**config.mk**
```make
export PLATFORM = sky130hd
export DESIGN_NAME = crc32_wide_pipe
export DESIGN_NICKNAME = d
export VERILOG_FILES = /design/src/rtl/crc32_wide_pkg.sv /design/src/rtl/crc32_data_term.sv /design/src/rtl/crc32_state_term.sv /design/src/rtl/crc32_ctrl.sv /design/src/rtl/crc32_wide_pipe.sv
export SDC_FILE = /design/constraint.sdc
export NUM_CORES = 1
export LEC_CHECK = 0
export BUFFER_PORTS_ARGS = -buffer_cell sky130_fd_sc_hd__buf_2
export CORE_MARGIN = 2
export CORE_UTILIZATION = 50
export DETAILED_ROUTE_END_ITERATION = 6
export GPL_ROUTABILITY_DRIVEN = 0
export PLACE_DENSITY = 0.68
export SYNTH_ARGS = -nofsm -noshare
export SYNTH_HDL_FRONTEND = slang
export SYNTH_SLANG_ARGS = --single-unit
export TNS_END_PERCENT = 1
```
**constraint.sdc**
```tcl
create_clock -name clk -period 2.9 [get_ports clk]
set_input_delay 0.29 -clock clk [delete_from_list [all_inputs] [get_ports clk]]
set_output_delay 0.29 -clock clk [all_outputs]
set_load 0.01 [all_outputs]
```
**src/rtl/crc32_wide_pkg.sv**
```systemverilog
`timescale 1ns/1ps
package crc32_wide_pkg;

    localparam int CRC_W  = 32;
    localparam int MAX_DW = 256;

    localparam logic [CRC_W-1:0] POLY_REFL  = 32'hEDB88320;
    localparam logic [CRC_W-1:0] CRC_SEED   = 32'hFFFFFFFF;
    localparam logic [CRC_W-1:0] CRC_XOROUT = 32'hFFFFFFFF;

    typedef enum logic [1:0] {
        ST_IDLE   = 2'd0,
        ST_ACCUM  = 2'd1,
        ST_FINISH = 2'd2
    } crc_state_e;

    // Bit-serial advance over nbits of d, bit 0 first (used only for constants)
    function automatic logic [CRC_W-1:0] crc_shift(input logic [CRC_W-1:0] c_in,
                                                    input logic [MAX_DW-1:0] d,
                                                    input int nbits);
        logic [CRC_W-1:0] c;
        logic             fb;
        c = c_in;
        for (int i = 0; i < MAX_DW; i++) begin
            if (i < nbits) begin
                fb = c[0] ^ d[i];
                c  = {1'b0, c[CRC_W-1:1]};
                if (fb) c = c ^ POLY_REFL;
            end
        end
        return c;
    endfunction

    // Contribution of a single set data bit, starting from a zero register
    function automatic logic [CRC_W-1:0] data_col(input int idx, input int nbits);
        logic [MAX_DW-1:0] one;
        one = {{(MAX_DW-1){1'b0}}, 1'b1} << idx;
        return crc_shift('0, one, nbits);
    endfunction

    // Register bit idx advanced across nbits zero data bits
    function automatic logic [CRC_W-1:0] state_col(input int idx, input int nbits);
        logic [CRC_W-1:0] e;
        e = {{(CRC_W-1){1'b0}}, 1'b1} << idx;
        return crc_shift(e, '0, nbits);
    endfunction

endpackage

```
**src/rtl/crc32_data_term.sv**
```systemverilog
`timescale 1ns/1ps
module crc32_data_term
    import crc32_wide_pkg::*;
#(
    parameter int DATA_W = 64,
    parameter int SEG_W  = 16
) (
    input  logic              clk,
    input  logic              rst_n,
    input  logic              flush,
    input  logic              in_valid,
    input  logic              in_last,
    input  logic [DATA_W-1:0] in_data,
    output logic              term_valid,
    output logic              term_last,
    output logic [CRC_W-1:0]  term
);

    localparam int NSEG = DATA_W / SEG_W;

    function automatic logic [DATA_W-1:0][CRC_W-1:0] build_cols();
        logic [DATA_W-1:0][CRC_W-1:0] t;
        for (int i = 0; i < DATA_W; i++) t[i] = data_col(i, DATA_W);
        return t;
    endfunction

    localparam logic [DATA_W-1:0][CRC_W-1:0] COLS = build_cols();

    logic [NSEG-1:0][CRC_W-1:0] seg_d;
    logic [NSEG-1:0][CRC_W-1:0] seg_q;
    logic                       v1_q, last1_q;
    logic [CRC_W-1:0]           term_d;

    // Stage 1: partial sums, one per data segment
    always_comb begin
        seg_d = '0;
        for (int s = 0; s < NSEG; s++) begin
            for (int b = 0; b < SEG_W; b++) begin
                if (in_data[s*SEG_W + b]) seg_d[s] = seg_d[s] ^ COLS[s*SEG_W + b];
            end
        end
    end

    // Stage 2: fold the segment sums
    always_comb begin
        term_d = '0;
        for (int s = 0; s < NSEG; s++) term_d = term_d ^ seg_q[s];
    end

    always_ff @(posedge clk or negedge rst_n) begin
        if (!rst_n) begin
            seg_q      <= '0;
            v1_q       <= 1'b0;
            last1_q    <= 1'b0;
            term       <= '0;
            term_valid <= 1'b0;
            term_last  <= 1'b0;
        end else begin
            seg_q      <= seg_d;
            v1_q       <= in_valid;
            last1_q    <= in_last;
            term       <= term_d;
            term_valid <= flush ? 1'b0 : v1_q;
            term_last  <= last1_q;
        end
    end

endmodule

```
**src/rtl/crc32_state_term.sv**
```systemverilog
`timescale 1ns/1ps
module crc32_state_term
    import crc32_wide_pkg::*;
#(
    parameter int DATA_W = 64
) (
    input  logic [CRC_W-1:0] crc_q,
    output logic [CRC_W-1:0] advanced
);

    function automatic logic [CRC_W-1:0][CRC_W-1:0] build_cols();
        logic [CRC_W-1:0][CRC_W-1:0] t;
        for (int j = 0; j < CRC_W; j++) t[j] = state_col(j, DATA_W);
        return t;
    endfunction

    localparam logic [CRC_W-1:0][CRC_W-1:0] SCOLS = build_cols();

    // Each output bit is an XOR of at most CRC_W register bits
    always_comb begin
        advanced = '0;
        for (int j = 0; j < CRC_W; j++) begin
            if (crc_q[j]) advanced = advanced ^ SCOLS[j];
        end
    end

endmodule

```
**src/rtl/crc32_ctrl.sv**
```systemverilog
`timescale 1ns/1ps
module crc32_ctrl
    import crc32_wide_pkg::*;
(
    input  logic             clk,
    input  logic             rst_n,
    input  logic             init,
    input  logic             term_valid,
    input  logic             term_last,
    input  logic [CRC_W-1:0] data_term,
    input  logic [CRC_W-1:0] state_term,
    output logic [CRC_W-1:0] crc_q,
    output logic             crc_valid,
    output logic [CRC_W-1:0] crc_out
);

    crc_state_e       state_q, state_d;
    logic [CRC_W-1:0] crc_d;
    logic             absorb;

    assign absorb = (state_q == ST_ACCUM) && term_valid;

    always_ff @(posedge clk or negedge rst_n) begin
        if (!rst_n) state_q <= ST_IDLE;
        else        state_q <= state_d;
    end

    always_comb begin
        state_d = state_q;
        if (init) begin
            state_d = ST_ACCUM;
        end else begin
            unique case (state_q)
                ST_IDLE:   state_d = ST_IDLE;
                ST_ACCUM:  if (term_valid && term_last) state_d = ST_FINISH;
                ST_FINISH: state_d = ST_IDLE;
                default:   state_d = ST_IDLE;
            endcase
        end
    end

    always_comb begin
        crc_d = crc_q;
        if (init)        crc_d = CRC_SEED;
        else if (absorb) crc_d = state_term ^ data_term;
    end

    always_ff @(posedge clk or negedge rst_n) begin
        if (!rst_n) crc_q <= CRC_SEED;
        else        crc_q <= crc_d;
    end

    always_comb begin
        crc_valid = 1'b0;
        crc_out   = '0;
        unique case (state_q)
            ST_FINISH: begin
                crc_valid = 1'b1;
                crc_out   = crc_q ^ CRC_XOROUT;
            end
            default: begin
                crc_valid = 1'b0;
                crc_out   = '0;
            end
        endcase
    end

endmodule

```
**src/rtl/crc32_wide_pipe.sv**
```systemverilog
`timescale 1ns/1ps
module crc32_wide_pipe
    import crc32_wide_pkg::*;
#(
    parameter int DATA_W = 64,
    parameter int SEG_W  = 16
) (
    input  logic              clk,
    input  logic              rst_n,
    input  logic              init,
    input  logic              in_valid,
    input  logic [DATA_W-1:0] in_data,
    input  logic              in_last,
    output logic              crc_valid,
    output logic [CRC_W-1:0]  crc_out
);

    logic             term_valid, term_last;
    logic [CRC_W-1:0] data_term, state_term, crc_q;

    crc32_data_term #(.DATA_W(DATA_W), .SEG_W(SEG_W)) u_data (
        .clk        (clk),
        .rst_n      (rst_n),
        .flush      (init),
        .in_valid   (in_valid),
        .in_last    (in_last),
        .in_data    (in_data),
        .term_valid (term_valid),
        .term_last  (term_last),
        .term       (data_term)
    );

    crc32_state_term #(.DATA_W(DATA_W)) u_state (
        .crc_q    (crc_q),
        .advanced (state_term)
    );

    crc32_ctrl u_ctrl (
        .clk        (clk),
        .rst_n      (rst_n),
        .init       (init),
        .term_valid (term_valid),
        .term_last  (term_last),
        .data_term  (data_term),
        .state_term (state_term),
        .crc_q      (crc_q),
        .crc_valid  (crc_valid),
        .crc_out    (crc_out)
    );

endmodule

```
==> summary.md, run 1 <==
| Metric | Value |
|---|---|
| Outcome | finished with violations |
| Failing checks | design-rule violations |
| Placed Area | 0.01392 sq mm |
| Setup Crit Path Kind | flip-flop to output port |
| Clk root buf | clkbuf_16 |
| Slew @ Worst Pin | 1027 ps |
| Final TNS setup | 0 ps |
| FF-to-FF End | u_ctrl.crc_q[23] |
| CP max stage delay | 600 ps |
| DR iter-0 viols | 550 |
| Pwr Density | 1204 mW/mm^2 |
| Post-synth EDFFs | 0 |
| Worst skew pair latency | 430 ps |
| WP data required | 2610 ps |
| Bufs and invs on worst path | 1 |
| HPWL Detailed | 24250 microns |
| Largest net degree at the start of global routing | 83 |
| Hold EP | u_data.seg_q[43] |
| Crit start category | flip-flop |
| Die area | 0.02805 sq mm |
| Fill cells | 2260 |
| Number of max-cap violations | 0 |
| Fin area | 0.01457 sq mm |
| Top post-synthesis cells by area | xnor2_1 32%, dfrtp_1 31%, xor2_1 12% |
| Drt drc | 8 |
| Number of global-route vias before repair | 7745 |
| Clock Skews | 13.72 ps |
| HP Start | in_data[24] |
| Post-synthesis register bit count | 198 |
| DIE WIDTH | 167.5 microns |
| Crit. Startpoint | u_ctrl.state_q[0] |
| Synth unique cells | 39 |
| Clk sinks | 198 |
| Final period util | 79.47% |
| Mapped Area | 0.01336 sq mm |
| Die Y-Extent | 167.5 microns |
| Clk pin slew, worst setup/hold paths | 70 ps |
| DR pass1 iterations | 7 |
| Antenna Violating Nets Remaining | 0 |
| Slew headroom | 31.52% |
| Tmin final | 2305 ps |
| Total number of vias | 7511 |
| CP Capture Type | output port |
| CTS tree | done |
| Drt wl/cell | 20.18 microns |
| Hold Buf Count CTS | 3 |
| Fmax | 433.9 MHz |
| Fin. max-slew vios | 0 |
| Synthesis-to-finish area growth | 9.008% |
| Mean number of vias per cell | 4.877 |
| Hold/Removal Path Class | input pin to flip-flop |
| Async set or reset register ratio after synthesis | 100.0% |
| Maximum vdd drop | 0.0004881 V |
| Synth top area share | 31.86% |
| Synth Area per Inst | 11.65 sq um |
| Ys Warns | 0 |
| Antenna diode count | 0 |
| Worst path arrival time | 2010 ps |
| CTS H-tree depth | 4 |
| Final-stage net count | 1261 |
| Hold Slack | 124.9 ps |
| Post-CTS setup buffer count | 0 |
| IO buf count | 101 |
| Fraction of layout cells with a size suffix above 1 | 16.60% |
| Yosys top cell by area | xnor2_1 |
| Worst r2r src | u_ctrl.crc_q[4] |
| Grt ovf | 0 |
| Mapped Cells | 1147 |
| R2R setup slack | 620 ps |
| First-pass GRT wire length | 47240 microns |
| Hold path depth | 2 |
| Syn_nets | 1216 |
| Initial antenna violation count | 0 |
| Slowest CP cell | nand2b_1 |
| Leak pwr | 6.076 nW |
| Post-CTS resize count | 0 |
| GRT Overall Usage | 22.92% |
| Initial Util | 51.13% |
| Total core area | 0.02613 sq mm |
| RSZ-0062 raised after global routing | false |
| Worst r2r path cells | 5 |
| Ys flop type | dfrtp_1 |
| Final core occ | 55.74% |
| Final hold vios | 0 |
| Final wirelength | 31080 microns |
| Num rows | 59 |
| Setup violators final | 0 |
| Commonest non-fill, non-tap cell in the layout | xnor2_1 |
| Crit path max fanout | 29 |
| Longest Clk Path Bufs | 2 |
| CTS buffer count | 17 |
| Commonest cells after routing, fill and taps aside | 486 x xnor2_1, 181 x xor2_1, 166 x dfrtp_1 |
| CP cell instances | nand2b_1 -> nor2_1 -> buf_2 |
| Ports | 102 |
| Crit-path leading delay family | simple AND/OR/NAND/NOR gates |
| Sequential share of the synthesized area | 37.38% |
## cell type report
type,instances,area [sq um],share of cell area (%)
Multi-Input combinational cell,857,7865,54.00
Clock buffer,20,456.7,3.135
Tap cell,335,419.2,2.878
Clock inverter,12,162.7,1.117
Sequential cell,198,4995,34.29
Inverter,2,7.507,0.05154
Timing Repair Buffer,116,659.4,4.527
## synth_stat cells (3+ instances only)
cell      count
clkbuf_1     38
buf_6         5
nor3_1       12
dfstp_2      32
xor3_1        5
nand3_1       3
o21ai_0       5
xnor2_2      15
or3_1         4
xnor2_1     486
nor2_1       37
dfrtp_1     166
o211ai_1     11
or2_0         3
buf_2        30
clkbuf_8      3
mux2i_1       6
buf_4        11
nor2b_1       5
xor2_2        5
nand2_1      19
xnor3_1      37
a21oi_1      11
xor2_1      181
## cell families (layout without fill, tap and decap cells)
group	count (synthesis)	after routing	share of synthesized area, %
muxes	6	6	0.4495
and+or+nand+nor	88	88	2.950
buffers and inverters	92	150	3.755
xor gates and xnor gates	733	733	54.07
AOI/OAI and AO/OA	30	30	1.395
DFF	198	198	37.38
## layer usage
layer	vias up	part of all wire (%)	track usage [%]
met5	-	0	0
met4	0	3.1	8.053
met3	43	4.8	3.923
met2	226	47	37.25
met1	3649	45	31.20
li1	3593	-	-
## sequential cells by signal (all words and copies together), names as in the netlist
name,count
u_ctrl.crc_q,32
u_ctrl.state_q,2
u_data.last1_q,1
u_data.seg_q,128
u_data.term,32
u_data.term_last,1
u_data.term_valid,1
u_data.v1_q,1
## power by group
| part | switching (mW) | internal (mW) | total, mW |
|---|---|---|---|
| Combinational | 4.64 | 5.57 | 10.2 |
| Sequential | 0.935 | 3.92 | 4.85 |
| Clock | 1.05 | 1.42 | 2.47 |
| Total | 6.62 | 10.9 | 17.5 |
## metrics by stage
stage                     power, mW  worst slack (ps)  std cells
after floorplan               12.88             795.4       1147
after global placement        15.00             641.9       1505
after detailed placement      15.06             650.7       1505
after CTS                     17.63             587.8       1540
after global routing          18.43             382.6       1540
final                         17.53             595.4       1540
## worst max-delay path by stage
stage	to	slack, ps	depth (start not counted)
CTS	crc_out[20]	590	4
floorplan	u_ctrl.crc_q[24]	800	6
detailed placement	u_ctrl.crc_q[24]	650	5
global placement	u_ctrl.crc_q[23]	640	5
global route	crc_out[21]	380	4
finish	crc_out[7]	600	3
(Power assumes the default switching activity.)
==> run 2, diff against run 1 <==
- PLACE_DENSITY: 0.68 -> 0.71
- clock period: 2.9 -> 2.1 ns (I/O delays scaled with it)
==> run 2 against run 1 <==
Compared with the run above:
- first-iteration DRC count rose by 6.4%
- via count rose by 7.4%
- the run ends with design-rule violations, negative setup slack left
- register-to-register slack got worse by 670 ps
- clock skew barely moved
- critical path depth rose by 1
- wire length rose by 7.2%
- non-clock buffer count rose by 95
- cell count rose by 6.1%
- combinational power rose by 55%
==> summary.md, run 2 (synthesis results as in run 1) <==
| Metric | Value |
|---|---|
| Post-route setup slack | -51.48 ps |
| Die area | 0.02805 sq mm |
| Num rows | 59 |
| Failing checks | design-rule violations, negative setup slack |
| Final-stage net count | 1356 |
| Fin area | 0.01543 sq mm |
| Power share of the clock group | 12.5% |
| Ports | 102 |
| WP data required | 2460 ps |
| Crit start category | flip-flop |
| Outcome | finished with violations |
| Maximum vdd drop | 0.0007671 V |
| Setup violators final | 8 |
| CTS buffer count | 17 |
| Initial antenna violation count | 0 |
| Leak pwr | 6.561 nW |
| Initial Util | 51.13% |
| Commonest non-fill, non-tap cell in the layout | xnor2_1 |
| Final wirelength | 33310 microns |
| DR iter-0 viols | 585 |
| Final hold vios | 0 |
| Longest Clk Path Bufs | 2 |
| Antenna diode count | 0 |
| Total number of vias | 8069 |
| Grt ovf | 0 |
| GRT Overall Usage | 24.24% |
| Regs by FF count | u_data.seg_q: 128 flops, u_ctrl.crc_q: 32 flops, u_data.term: 32 flops |
| DIE WIDTH | 167.5 microns |
| Switching Share | 38.31% |
| Non-filler cells, final | 1634 |
| R2R setup slack | -50 ps |
| Slew headroom | 48.07% |
| Switching pwr | 9.768 mW |
| Most flops, register | u_data.seg_q |
| CTS H-tree depth | 4 |
| Hold/Removal Path Class | input pin to flip-flop |
| Worst r2r path cells | 4 |
| Clock Skews | 14.17 ps |
| Tmin final | 2151 ps |
| First-pass GRT wire length | 50250 microns |
| Worst path arrival time | 2510 ps |
| Worst r2r src | u_ctrl.crc_q[26] |
| Worst skew pair latency | 440 ps |
| Synthesis-to-finish area growth | 15.46% |
| CTS tree | done |
| DR pass1 iterations | 7 |
| Fmax | 464.8 MHz |
| Fin. max-slew vios | 0 |
| CP Capture Type | flip-flop |
| Slew @ Worst Pin | 778.1 ps |
| Final core occ | 59.03% |
| Drt wl/cell | 20.39 microns |
| HPWL Detailed | 26180 microns |
| Placed Area | 0.01450 sq mm |
| Largest register FFs | 128 |
| Setup Crit Path Kind | flip-flop to flip-flop |
| Mean number of vias per cell | 4.938 |
| Antenna Violating Nets Remaining | 0 |
| Largest net degree at the start of global routing | 71 |
| Clk root buf | clkbuf_16 |
| Clk sinks | 198 |
| Hold EP | u_data.seg_q[108] |
| Drt drc | 8 |
| Clk pin slew, worst setup/hold paths | 80 ps |
| Commonest cells after routing, fill and taps aside | 477 x xnor2_1, 177 x xor2_1, 166 x dfrtp_1 |
| HP Start | in_data[55] |
| Pre-CTS setup slack | -124.6 ps |
| Pwr Density | 1653 mW/mm^2 |
| Number of global-route vias before repair | 8277 |
| Crit path max fanout | 6 |
| IO buf count | 101 |
| Cells after DPL | 1576 |
| Final TNS setup | -176.4 ps |
| Hold path depth | 2 |
| Total core area | 0.02613 sq mm |
| Fraction of layout cells with a size suffix above 1 | 23.86% |
| Fill cells | 2173 |
| Power Internal | 15.73 mW |
| Final period util | 102.5% |
| Seq pwr share | 25.5% |
| Comb pwr share | 62.0% |
| Die Y-Extent | 167.5 microns |
| Number of max-cap violations | 0 |
| FF-to-FF End | u_ctrl.crc_q[23] |
| RSZ-0062 raised after global routing | true |
## run 2: per-stage QoR
step                hold slack (ps)  power, mW
floorplan                    -85.59      17.79
global placement              258.6      21.50
detailed placement            262.6      21.74
CTS                           40.81      25.16
global route                  43.99      26.76
finish                        56.00      25.50
## run 2: layout make-up
cell class,instances,area [sq um],share of cell area (%)
multi-input combinational,857,7988,51.78
sequential,198,4995,32.38
timing repair buffer,211,1443,9.351
clock buffer,18,439.2,2.847
tap,335,419.2,2.717
clock inverter,13,136.4,0.8840
inverter,2,7.507,0.04866
## run 2: power groups by stage
stage | clock network, mW | registers, mW | logic, mW
2_1_floorplan | 0 | 5.91 | 11.9
3_3_place_gp | 0 | 6.55 | 14.9
3_5_place_dp | 0 | 6.61 | 15.1
4_1_cts | 3.23 | 6.55 | 15.4
5_1_grt | 3.40 | 6.63 | 16.7
6_report | 3.17 | 6.51 | 15.8
## run 2: how the worst max path moves through the flow
stage	from	end	slack, ps	cells after the start
final	u_ctrl.crc_q[26]	u_ctrl.crc_q[23]	-50	4
after global routing	u_ctrl.crc_q[13]	u_ctrl.crc_q[19]	-100	6
after CTS	u_ctrl.crc_q[12]	u_ctrl.crc_q[24]	-100	5
after detailed placement	u_ctrl.crc_q[13]	u_ctrl.crc_q[16]	-120	6
after global placement	u_ctrl.crc_q[11]	u_ctrl.crc_q[10]	-110	5
after floorplan	u_ctrl.crc_q[26]	u_ctrl.crc_q[23]	80	5
## run 2: worst max-delay path, stage by stage, from the launching register on
cell and delay, ps:
dfstp_2 640, xnor3_1 460, xnor3_1 390, xnor3_1 400, a21oi_1 190
## run 2: what timing repair did
| action | CTS | global route |
|---|---|---|
| pin swaps | 2 | 12 |
| gates resized for setup | 10 | 9 |
| gates cloned | 0 | 0 |
| endpoints found under the hold margin | 55 | 0 |
| hold buffers | 3 | 0 |
| buffers inserted | 0 | 24 |
| endpoints found under the setup margin | 15 | 20 |
## run 2: metal layers
metal  wire length, microns  vias to the layer above  part of all wire, %  track usage [%]
li1                       -                     3783                    -                -
met1                  14230                     3931                   43            32.48
met2                  16330                      298                   49            40.93
met3                   1763                       57                  5.3            3.238
met4                    988                        0                  3.0            8.091
met5                      0                        -                    0                0
